### src/rtl/swacc_pkg.sv
package swacc_pkg;

    localparam int PAGE_W  = 8;
    localparam int REGSEL_W = 8;
    localparam int MDW     = 16;

    localparam logic [4:0] REG_PAGE_SEL = 5'h10;
    localparam logic [4:0] REG_ADDR_CMD = 5'h11;
    localparam logic [4:0] REG_DATA_LO  = 5'h18;
    localparam logic [4:0] REG_DATA_HI  = 5'h19;

    localparam logic [1:0] OPC_WRITE = 2'd1;
    localparam logic [1:0] OPC_READ  = 2'd2;

    localparam logic [PAGE_W-1:0] PAGE_AFTER_RESET = 8'hFF;

    typedef enum logic [2:0] {
        ST_IDLE,
        ST_PAGE,
        ST_CMD,
        ST_POLL,
        ST_WAIT,
        ST_RDLO,
        ST_RDHI
    } seq_state_e;

    typedef struct packed {
        logic [PAGE_W-1:0]   page;
        logic [REGSEL_W-1:0] regn;
        logic                is_write;
        logic                wide;
    } acc_req_t;

    typedef struct packed {
        logic           wr;
        logic [4:0]     regnum;
        logic [MDW-1:0] wdata;
    } mg_txn_t;

    function automatic logic [MDW-1:0] page_word(input logic [PAGE_W-1:0] p);
        return {p, 7'b0, 1'b1};
    endfunction

    function automatic logic [MDW-1:0] cmd_word(input logic [REGSEL_W-1:0] r,
                                                input logic is_wr);
        return {r, 6'b0, (is_wr ? OPC_WRITE : OPC_READ)};
    endfunction

    function automatic logic cmd_busy(input logic [MDW-1:0] v);
        return |v[1:0];
    endfunction

endpackage

### src/rtl/swacc_page_cache.sv
module swacc_page_cache
    import swacc_pkg::*;
#(
    parameter logic [PAGE_W-1:0] RESET_PAGE = PAGE_AFTER_RESET
) (
    input  logic              clk,
    input  logic              rst,
    input  logic [PAGE_W-1:0] probe_page,
    input  logic              upd,
    input  logic [PAGE_W-1:0] upd_page,
    output logic              hit
);

    logic [PAGE_W-1:0] cur_page;

    always_ff @(posedge clk) begin
        if (rst) begin
            cur_page <= RESET_PAGE;
        end else if (upd) begin
            cur_page <= upd_page;
        end
    end

    assign hit = (probe_page == cur_page);

endmodule

### src/rtl/swacc_wait_timer.sv
module swacc_wait_timer #(
    parameter int WAIT_CYC = 2500
) (
    input  logic clk,
    input  logic rst,
    input  logic start,
    output logic expired
);

    localparam int CNT_W = (WAIT_CYC < 2) ? 1 : $clog2(WAIT_CYC + 1);

    logic [CNT_W-1:0] cnt;
    logic             active;

    always_ff @(posedge clk) begin
        if (rst) begin
            cnt    <= '0;
            active <= 1'b0;
        end else if (start) begin
            cnt    <= CNT_W'(WAIT_CYC - 1);
            active <= 1'b1;
        end else if (active) begin
            if (cnt == '0) begin
                active <= 1'b0;
            end else begin
                cnt <= cnt - 1'b1;
            end
        end
    end

    assign expired = active && (cnt == '0);

endmodule

### src/rtl/swacc_rdata_collect.sv
module swacc_rdata_collect
    import swacc_pkg::*;
#(
    parameter int HALF_W = MDW
) (
    input  logic              clk,
    input  logic              rst,
    input  logic              clr,
    input  logic              cap_lo,
    input  logic              cap_hi,
    input  logic [HALF_W-1:0] din,
    output logic [2*HALF_W-1:0] dout
);

    logic [HALF_W-1:0] half_q [2];

    for (genvar g = 0; g < 2; g++) begin : g_half
        logic cap;
        assign cap = (g == 0) ? cap_lo : cap_hi;
        always_ff @(posedge clk) begin
            if (rst || clr) begin
                half_q[g] <= '0;
            end else if (cap) begin
                half_q[g] <= din;
            end
        end
    end

    assign dout = {half_q[1], half_q[0]};

endmodule

### src/rtl/swacc_sequencer.sv
module swacc_sequencer
    import swacc_pkg::*;
#(
    parameter int MAX_POLLS = 5
) (
    input  logic     clk,
    input  logic     rst,
    input  logic     req_valid,
    input  acc_req_t req_in,
    output logic     req_ack,
    input  logic     page_hit,
    output logic     cache_upd,
    output logic [PAGE_W-1:0] cache_page,
    output logic     timer_start,
    input  logic     timer_expired,
    output logic     mg_valid,
    output mg_txn_t  mg_txn,
    input  logic     mg_done,
    input  logic     mg_busy,
    output logic     cap_clr,
    output logic     cap_lo,
    output logic     cap_hi,
    output logic     rsp_done,
    output logic     rsp_err
);

    localparam int PCW = $clog2(MAX_POLLS + 1);

    seq_state_e       state;
    acc_req_t         cur;
    logic [PCW-1:0]   polls;

    // transaction presented to the management master, derived from state
    always_comb begin
        mg_valid = 1'b0;
        mg_txn   = '0;
        unique case (state)
            ST_PAGE: begin
                mg_valid     = 1'b1;
                mg_txn.wr    = 1'b1;
                mg_txn.regnum = REG_PAGE_SEL;
                mg_txn.wdata = page_word(cur.page);
            end
            ST_CMD: begin
                mg_valid     = 1'b1;
                mg_txn.wr    = 1'b1;
                mg_txn.regnum = REG_ADDR_CMD;
                mg_txn.wdata = cmd_word(cur.regn, cur.is_write);
            end
            ST_POLL: begin
                mg_valid      = 1'b1;
                mg_txn.regnum = REG_ADDR_CMD;
            end
            ST_RDLO: begin
                mg_valid      = 1'b1;
                mg_txn.regnum = REG_DATA_LO;
            end
            ST_RDHI: begin
                mg_valid      = 1'b1;
                mg_txn.regnum = REG_DATA_HI;
            end
            default: ;
        endcase
    end

    assign req_ack     = (state == ST_IDLE) && req_valid;
    assign cap_clr     = req_ack;
    assign cache_upd   = (state == ST_PAGE) && mg_done;
    assign cache_page  = cur.page;
    assign timer_start = (state == ST_POLL) && mg_done && mg_busy;
    assign cap_lo      = (state == ST_RDLO) && mg_done;
    assign cap_hi      = (state == ST_RDHI) && mg_done;

    always_ff @(posedge clk) begin
        if (rst) begin
            state    <= ST_IDLE;
            cur      <= '0;
            polls    <= '0;
            rsp_done <= 1'b0;
            rsp_err  <= 1'b0;
        end else begin
            rsp_done <= 1'b0;
            rsp_err  <= 1'b0;
            unique case (state)
                ST_IDLE: begin
                    if (req_valid) begin
                        cur   <= req_in;
                        polls <= '0;
                        state <= page_hit ? ST_CMD : ST_PAGE;
                    end
                end
                ST_PAGE: begin
                    if (mg_done) state <= ST_CMD;
                end
                ST_CMD: begin
                    if (mg_done) state <= ST_POLL;
                end
                ST_POLL: begin
                    if (mg_done) begin
                        polls <= polls + 1'b1;
                        if (mg_busy) begin
                            state <= ST_WAIT;
                        end else if (cur.is_write) begin
                            state    <= ST_IDLE;
                            rsp_done <= 1'b1;
                        end else begin
                            state <= ST_RDLO;
                        end
                    end
                end
                ST_WAIT: begin
                    if (timer_expired) begin
                        if (polls == PCW'(MAX_POLLS)) begin
                            state   <= ST_IDLE;
                            rsp_err <= 1'b1;
                        end else begin
                            state <= ST_POLL;
                        end
                    end
                end
                ST_RDLO: begin
                    if (mg_done) begin
                        if (cur.wide) begin
                            state <= ST_RDHI;
                        end else begin
                            state    <= ST_IDLE;
                            rsp_done <= 1'b1;
                        end
                    end
                end
                ST_RDHI: begin
                    if (mg_done) begin
                        state    <= ST_IDLE;
                        rsp_done <= 1'b1;
                    end
                end
                default: state <= ST_IDLE;
            endcase
        end
    end

endmodule

### src/rtl/swreg_indirect_access.sv
module swreg_indirect_access
    import swacc_pkg::*;
#(
    parameter int         CYC_PER_US = 250,
    parameter int         WAIT_US    = 10,
    parameter int         MAX_POLLS  = 5,
    parameter logic [4:0] PHY_ADDR   = 5'h1E
) (
    input  logic        clk,
    input  logic        rst,
    input  logic        req_valid,
    input  logic [7:0]  req_page,
    input  logic [7:0]  req_reg,
    input  logic        req_write,
    input  logic        req_wide,
    output logic        req_ack,
    output logic        rsp_done,
    output logic        rsp_err,
    output logic [31:0] rsp_data,
    output logic        mg_valid,
    output logic        mg_write,
    output logic [4:0]  mg_phy,
    output logic [4:0]  mg_regnum,
    output logic [15:0] mg_wdata,
    input  logic        mg_done,
    input  logic [15:0] mg_rdata
);

    localparam int WAIT_CYC = CYC_PER_US * WAIT_US;

    acc_req_t          req_in;
    mg_txn_t           txn;
    logic              page_hit;
    logic              cache_upd;
    logic [PAGE_W-1:0] cache_page;
    logic              timer_start;
    logic              timer_expired;
    logic              cap_clr;
    logic              cap_lo;
    logic              cap_hi;
    logic              busy_bits;

    assign req_in    = '{page: req_page, regn: req_reg, is_write: req_write, wide: req_wide};
    assign busy_bits = cmd_busy(mg_rdata);

    swacc_page_cache #(
        .RESET_PAGE (PAGE_AFTER_RESET)
    ) u_cache (
        .clk        (clk),
        .rst        (rst),
        .probe_page (req_page),
        .upd        (cache_upd),
        .upd_page   (cache_page),
        .hit        (page_hit)
    );

    swacc_wait_timer #(
        .WAIT_CYC (WAIT_CYC)
    ) u_timer (
        .clk     (clk),
        .rst     (rst),
        .start   (timer_start),
        .expired (timer_expired)
    );

    swacc_sequencer #(
        .MAX_POLLS (MAX_POLLS)
    ) u_seq (
        .clk           (clk),
        .rst           (rst),
        .req_valid     (req_valid),
        .req_in        (req_in),
        .req_ack       (req_ack),
        .page_hit      (page_hit),
        .cache_upd     (cache_upd),
        .cache_page    (cache_page),
        .timer_start   (timer_start),
        .timer_expired (timer_expired),
        .mg_valid      (mg_valid),
        .mg_txn        (txn),
        .mg_done       (mg_done),
        .mg_busy       (busy_bits),
        .cap_clr       (cap_clr),
        .cap_lo        (cap_lo),
        .cap_hi        (cap_hi),
        .rsp_done      (rsp_done),
        .rsp_err       (rsp_err)
    );

    swacc_rdata_collect #(
        .HALF_W (MDW)
    ) u_collect (
        .clk    (clk),
        .rst    (rst),
        .clr    (cap_clr),
        .cap_lo (cap_lo),
        .cap_hi (cap_hi),
        .din    (mg_rdata),
        .dout   (rsp_data)
    );

    assign mg_write  = txn.wr;
    assign mg_regnum = txn.regnum;
    assign mg_wdata  = txn.wdata;
    assign mg_phy    = PHY_ADDR;

endmodule

### config.mk
export PLATFORM = sky130hd
export DESIGN_NAME = swreg_indirect_access
export DESIGN_NICKNAME = d
export VERILOG_FILES = /design/src/rtl/swacc_pkg.sv /design/src/rtl/swacc_page_cache.sv /design/src/rtl/swacc_wait_timer.sv /design/src/rtl/swacc_rdata_collect.sv /design/src/rtl/swacc_sequencer.sv /design/src/rtl/swreg_indirect_access.sv
export SDC_FILE = /design/constraint.sdc
export NUM_CORES = 1
export LEC_CHECK = 0
export BUFFER_PORTS_ARGS = -buffer_cell sky130_fd_sc_hd__buf_4
export CORE_MARGIN = 8
export CORE_UTILIZATION = 50
export CTS_CLUSTER_DIAMETER = 30
export DETAILED_ROUTE_END_ITERATION = 7
export PLACE_DENSITY = 0.77
export SYNTH_ARGS = -nofsm -noshare
export SYNTH_HDL_FRONTEND = slang
export SYNTH_SLANG_ARGS = --single-unit
### constraint.sdc
create_clock -name clk -period 9.3 [get_ports clk]
set_clock_uncertainty 0.2 [all_clocks]
set_input_delay 1.86 -clock clk [delete_from_list [all_inputs] [get_ports clk]]
set_output_delay 1.86 -clock clk [all_outputs]
set_load 0.02 [all_outputs]
==> metrics.yaml, run 1 <==
global_route:
  track_usage: 0.164
  overflow: 0
  grt_max_degree: 38
  grt_pass1_vias: 2744
  grt_pass1_wl_microns: 13100
  antenna_found_initial: 0
clocking:
  ctsResizeCount: 0
  path_clk_slew_ns: 0.09
  worstSkewPairLatency_ns: 0.35
  post_cts_buffers: 0
  cts_hold_buf: 0
  clockBufferDepth: 2
  root_buffer: "clkbuf_8"
  htreeDepth: 3
  cts_tree: "yes"
  cts.sinks: 79
  cts_buffers: 9
timing:
  slew_violations: 0
  fin_crit_sh: 0.578
  tightest_slew_ns: 1.00
  rsz0062_at_grt: "no"
  fmax_mhz: 186
  finalSetupViolations: 0
  setup_slack_ns: 3.92
  fin_crit_ns: 5.38
  max_slew_margin: 0.333
  final_hold_viol_count: 0
  fin_setup_tns_ns: 0
synthesis:
  synthFlopType: "dfxtp_1"
  syn_area_per_cell_sq_um: 9.60
  syn_inst: 375
  ys_top_cells_by_area: "edfxtp_1 27%, dfxtp_1 26%, nand2_1 5.7%"
  synth_top_cell_by_area: "edfxtp_1"
  synth_top_area_frac: 0.267
  syn_area_sq_mm: 0.00360
  ys_ff_latch: 79
  yosys_warnings: 0
  synth_edf_count: 32
  synth-async-reset-ratio: 0
  ys_seq_area_frac: 0.528
  ys_types: 44
route:
  num_vias: 2823
  drc_errors: 0
  drt_pass1_iterations: 4
  ant_nets: 0
  vias_per_cell: 5.05
  routed_wl_microns: 8260
  drtIter0Drc: 165
  avgRoutedWirePerCell_microns: 14.8
floorplan:
  initial_utilization: 0.507
  die_h_microns: 101
  die_x_microns: 101
  coreArea_sq_mm: 0.00710
  die_area_sq_mm: 0.0102
  ios: 101
  rows: 31
placement:
  dp_slack_ns: 3.93
  port_buffers: 87
  gp_congestion: 0.843
  hpwl_microns: 5930
finish:
  fin_nets: 496
  syn_to_final_growth_pct: 25.3
  drive_gt1_frac: 0.246
  regArea_sq_mm: 0.00190
  num-fill-cells: 617
  multi_input_area_sq_mm: 0.00153
  antennaDiodeCount: 0
setup_path:
  critPathMostFrequentCell: "buf_4"
  cp_slowest_cell: "inv_1"
  worstPathCellList: "buf_4 -> nand2_1 -> inv_1 -> buf_4"
  max_stage_delay_ns: 0.52
  cp_max_fo: 21
  critPathArrivalTime_ns: 3.32
  path_class: "in2out"
  cp-end-kind: "output pin"
  start_kind: "input pin"
  required_ns: 7.24
power:
  p_per_area_mw_per_mm2: 254
  power_leakage_uw: 0.00186
  ir_worst_vdd_mv: 0.142
run_status:
  status: "finished clean"
worst_hold_path:
  hold_class: "reg2reg"
flow_run:
  drv_cap: 0
==> final cells by class <==
cell class | instances | share of cell area
repair buffers | 91 | 0.151
multi-input cells | 266 | 0.339
well taps | 99 | 0.0275
clock buffers | 9 | 0.0275
clock inverters | 7 | 0.0266
inverters | 8 | 0.00666
flip-flops and latches | 79 | 0.422
==> cell usage after synthesis (2+ instances only) <==
library cell and count:
nand2_1 55, dfxtp_1 47, a21oi_1 34, and2_1 32
edfxtp_1 32, nor2_1 30, clkbuf_1 18, nor3_1 14
buf_4 13, xnor2_1 12, a22oi_1 9, xor2_1 9
inv_1 8, mux2i_1 8, nor4_1 7, o21ai_0 5
ha_1 3, nor3b_1 3, or3_1 3, a21boi_0 2
a2bb2oi_1 2, a31oi_1 2, conb_1 2, nand3_1 2
nor2b_1 2, o21ai_1 2, or2_2 2
==> layer usage <==
metal | up-vias | track usage | routed length, microns
met5 | - | 0 | 0
met4 | 0 | 0.0593 | 69
met3 | 5 | 0.0546 | 673
met2 | 84 | 0.266 | 3910
met1 | 1314 | 0.197 | 3610
li1 | 1420 | - | -
==> through the flow <==
step	instance area, sq um	hold slack [ns]	std cells	power [uW]	utilization
global placement	4270	0.244	543	841	0.601
CTS	4510	0.262	559	1150	0.636
floorplan	3640	0.237	386	719	-
global route	4510	0.280	559	1210	0.636
detailed placement	4270	0.251	543	850	0.601
finish	4510	0.261	559	1150	0.636
==> flip-flops by register name, indices dropped and copies added (netlist names) <==
| name | count |
|---|---|
| u_timer.cnt | 12 |
| u_seq.state | 3 |
| u_seq.cur | 10 |
| u_cache.cur_page | 8 |
| u_collect.half_q | 32 |
| u_seq.cache_page | 8 |
| u_seq.rsp_err | 1 |
| u_timer.active | 1 |
| u_seq.polls | 3 |
| u_seq.rsp_done | 1 |
==> cell families after synthesis <==
logic type / Yosys count / synth area share
XOR/XNOR: 21 / 0.0511
AND/OR/NAND/NOR: 158 / 0.216
buffers and inverters: 41 / 0.0584
adder cells (fa/ha/maj): 3 / 0.0104
flip-flops: 79 / 0.528
other: 2 / 0.00209
multiplexers: 8 / 0.0222
AO/OA/AOI/OAI: 63 / 0.111
==> where the power goes <==
group          internal (uW)  switching, uW
logic                    142            215
registers                425           57.9
clock network            179            127
total                    747            400
==> placed cells by master, fill, tap and decap left out, drive strengths merged, types with 3 or more instances in the layout <==
cell     n
dfxtp   47
a21oi   34
nand2   55
clkbuf   9
nor3    15
nor3b    3
and2    32
a22oi    9
xor2     9
inv      9
bufinv   3
clkinv   3
buf     91
or3      3
xnor2   12
conb    13
o21ai    7
edfxtp  32
nor2    30
ha       3
mux2i    8
nor4     7
==> worst paths after layout <==
check | end | slack (ns) | cells past startpoint | from
max | req_ack | 3.92 | 4 | req_valid
min | u_seq.cur[3] | 0.26 | 2 | u_seq.cur[3]
max reg2reg | u_seq.cache_page[4] | 6.43 | 5 | u_seq.state[2]
min reg2reg | u_seq.cur[3] | 0.26 | 2 | u_seq.cur[3]
==> critical path: cells and delay by family <==
family                 cells  cell delay (ns)
AND/OR/NAND/NOR            1             0.51
buffers and inverters      3             0.95
No activity file was read; power rests on OpenSTA's default activity.
==> inputs of run 2 (changes only) <==
- clock period: 9.3 -> 5.3 ns (I/O delays scaled with it)
==> metrics.yaml, run 2 (synthesis results as in run 1) <==
run_status:
  status: "finished clean"
flow_run:
  drv_cap: 0
finish:
  num-fill-cells: 606
  fin_area_sq_mm: 0.00445
  antennaDiodeCount: 0
  top_register: "u_collect.half_q"
  postLayoutCoreUtil: 0.626
  fin_nets: 496
  reg.largest.list: "u_collect.half_q (32), u_timer.cnt (12), u_seq.cur (10)"
  final_common_cell: "buf_4"
  drive_gt1_frac: 0.243
  syn_to_final_growth_pct: 23.5
  largest_reg_flops: 32
  regArea_sq_mm: 0.00190
  multi_input_area_sq_mm: 0.00153
  final_cell_mix: "91 x buf_4, 55 x nand2_1, 47 x dfxtp_1, 34 x a21oi_1"
global_route:
  grt_max_degree: 38
  grt_pass1_wl_microns: 13200
  grt_pass1_vias: 2765
  antenna_found_initial: 0
  track_usage: 0.166
  overflow: 0
route:
  drc_errors: 0
  top_layer: "met4"
  num_vias: 2871
  drt_pass1_iterations: 5
  avgRoutedWirePerCell_microns: 14.8
  vias_per_cell: 5.14
  drtIter0Drc: 128
  wl_met2_microns: 3870
  met1Wirelength_microns: 3630
  ant_nets: 0
  wl_met3_microns: 653
  routed_wl_microns: 8270
clocking:
  cts_buffers: 9
  ctsResizeCount: 0
  cts.sinks: 79
  post_cts_buffers: 0
  clockBufferDepth: 2
  worstSkewPairLatency_ns: 0.35
  path_clk_slew_ns: 0.08
  htreeDepth: 3
  cts_hold_buf: 0
  cts_tree: "yes"
  root_buffer: "clkbuf_8"
setup_path:
  rrSetupSlack_ns: 2.43
  cp_max_fo: 30
  r2r-start: "u_seq.state[2]"
  critPathArrivalTime_ns: 2.94
  cp-end-kind: "output pin"
  start_kind: "flop"
  required_ns: 4.04
  r2r_cells: 5
  path_class: "reg2out"
  r2r_end: "u_seq.cur[0]"
floorplan:
  coreArea_sq_mm: 0.00710
  die_area_sq_mm: 0.0102
  initial_utilization: 0.507
  ios: 101
  die_h_microns: 101
  rows: 31
  die_x_microns: 101
power:
  power_leakage_uw: 0.00183
  p_per_area_mw_per_mm2: 424
  ir_worst_vdd_mv: 0.186
timing:
  final_hold_viol_count: 0
  rsz0062_at_grt: "no"
  fin_setup_tns_ns: 0
  setup_slack_ns: 1.10
  finalSetupViolations: 0
  slew_violations: 0
  tightest_slew_ns: 1.04
  max_slew_margin: 0.303
  hold_slack_ns: 0.260
  fin_crit_sh: 0.793
  fmax_mhz: 238
  fin_crit_ns: 4.20
worst_hold_path:
  hold_depth: 2
  hp-start: "u_seq.cur[6]"
  hold_class: "reg2reg"
  min_to: "u_seq.cur[6]"
placement:
  gp_congestion: 0.849
  port_buffers: 87
  hpwl_microns: 5890
  dp_slack_ns: 1.52
  dpl_cell_area_sq_mm: 0.00427
==> run 2: how the worst max path moves through the flow <==
stage,end,startpoint,slack [ns],cells past startpoint
3_3_place_gp,req_ack,u_seq.state[2],1.52,4
4_1_cts,req_ack,u_seq.state[2],1.12,4
5_1_grt,req_ack,u_seq.state[2],0.84,4
3_5_place_dp,req_ack,u_seq.state[2],1.52,4
6_report,req_ack,u_seq.state[2],1.10,4
2_1_floorplan,u_collect.half_q[0][0],mg_done,2.23,3
==> run 2: cell type report <==
| class | count | share of cell area |
|---|---|---|
| clock inverter | 3 | 0.00422 |
| sequential | 79 | 0.428 |
| clock buffer | 13 | 0.0357 |
| multi-input combinational | 266 | 0.344 |
| inverter | 8 | 0.00675 |
| tap | 99 | 0.0279 |
| timing repair buffer | 91 | 0.154 |
==> run 2: through the flow <==
stage | total power (uW) | instances
after floorplan | 1260 | 386
after global placement | 1480 | 543
after detailed placement | 1490 | 543
after CTS | 1900 | 559
after global routing | 2000 | 559
final | 1880 | 559
==> run 2: where the power goes <==
group | internal, uW | switching, uW
sequential | 747 | 103
combinational | 249 | 379
clock | 196 | 209
total | 1190 | 691
==> run 2: layer usage <==
| metal | up-vias | GRT usage |
|---|---|---|
| met5 | - | 0 |
| met4 | 0 | 0.0663 |
| met3 | 11 | 0.0539 |
| met2 | 104 | 0.266 |
| met1 | 1335 | 0.200 |
| li1 | 1421 | - |
==> run 2: worst max-delay path: stages (launching register included) <==
cell     delay (ns)
dfxtp_1        1.01
nor2_1         0.19
nand2_1        0.57
inv_1          0.52
buf_4          0.30
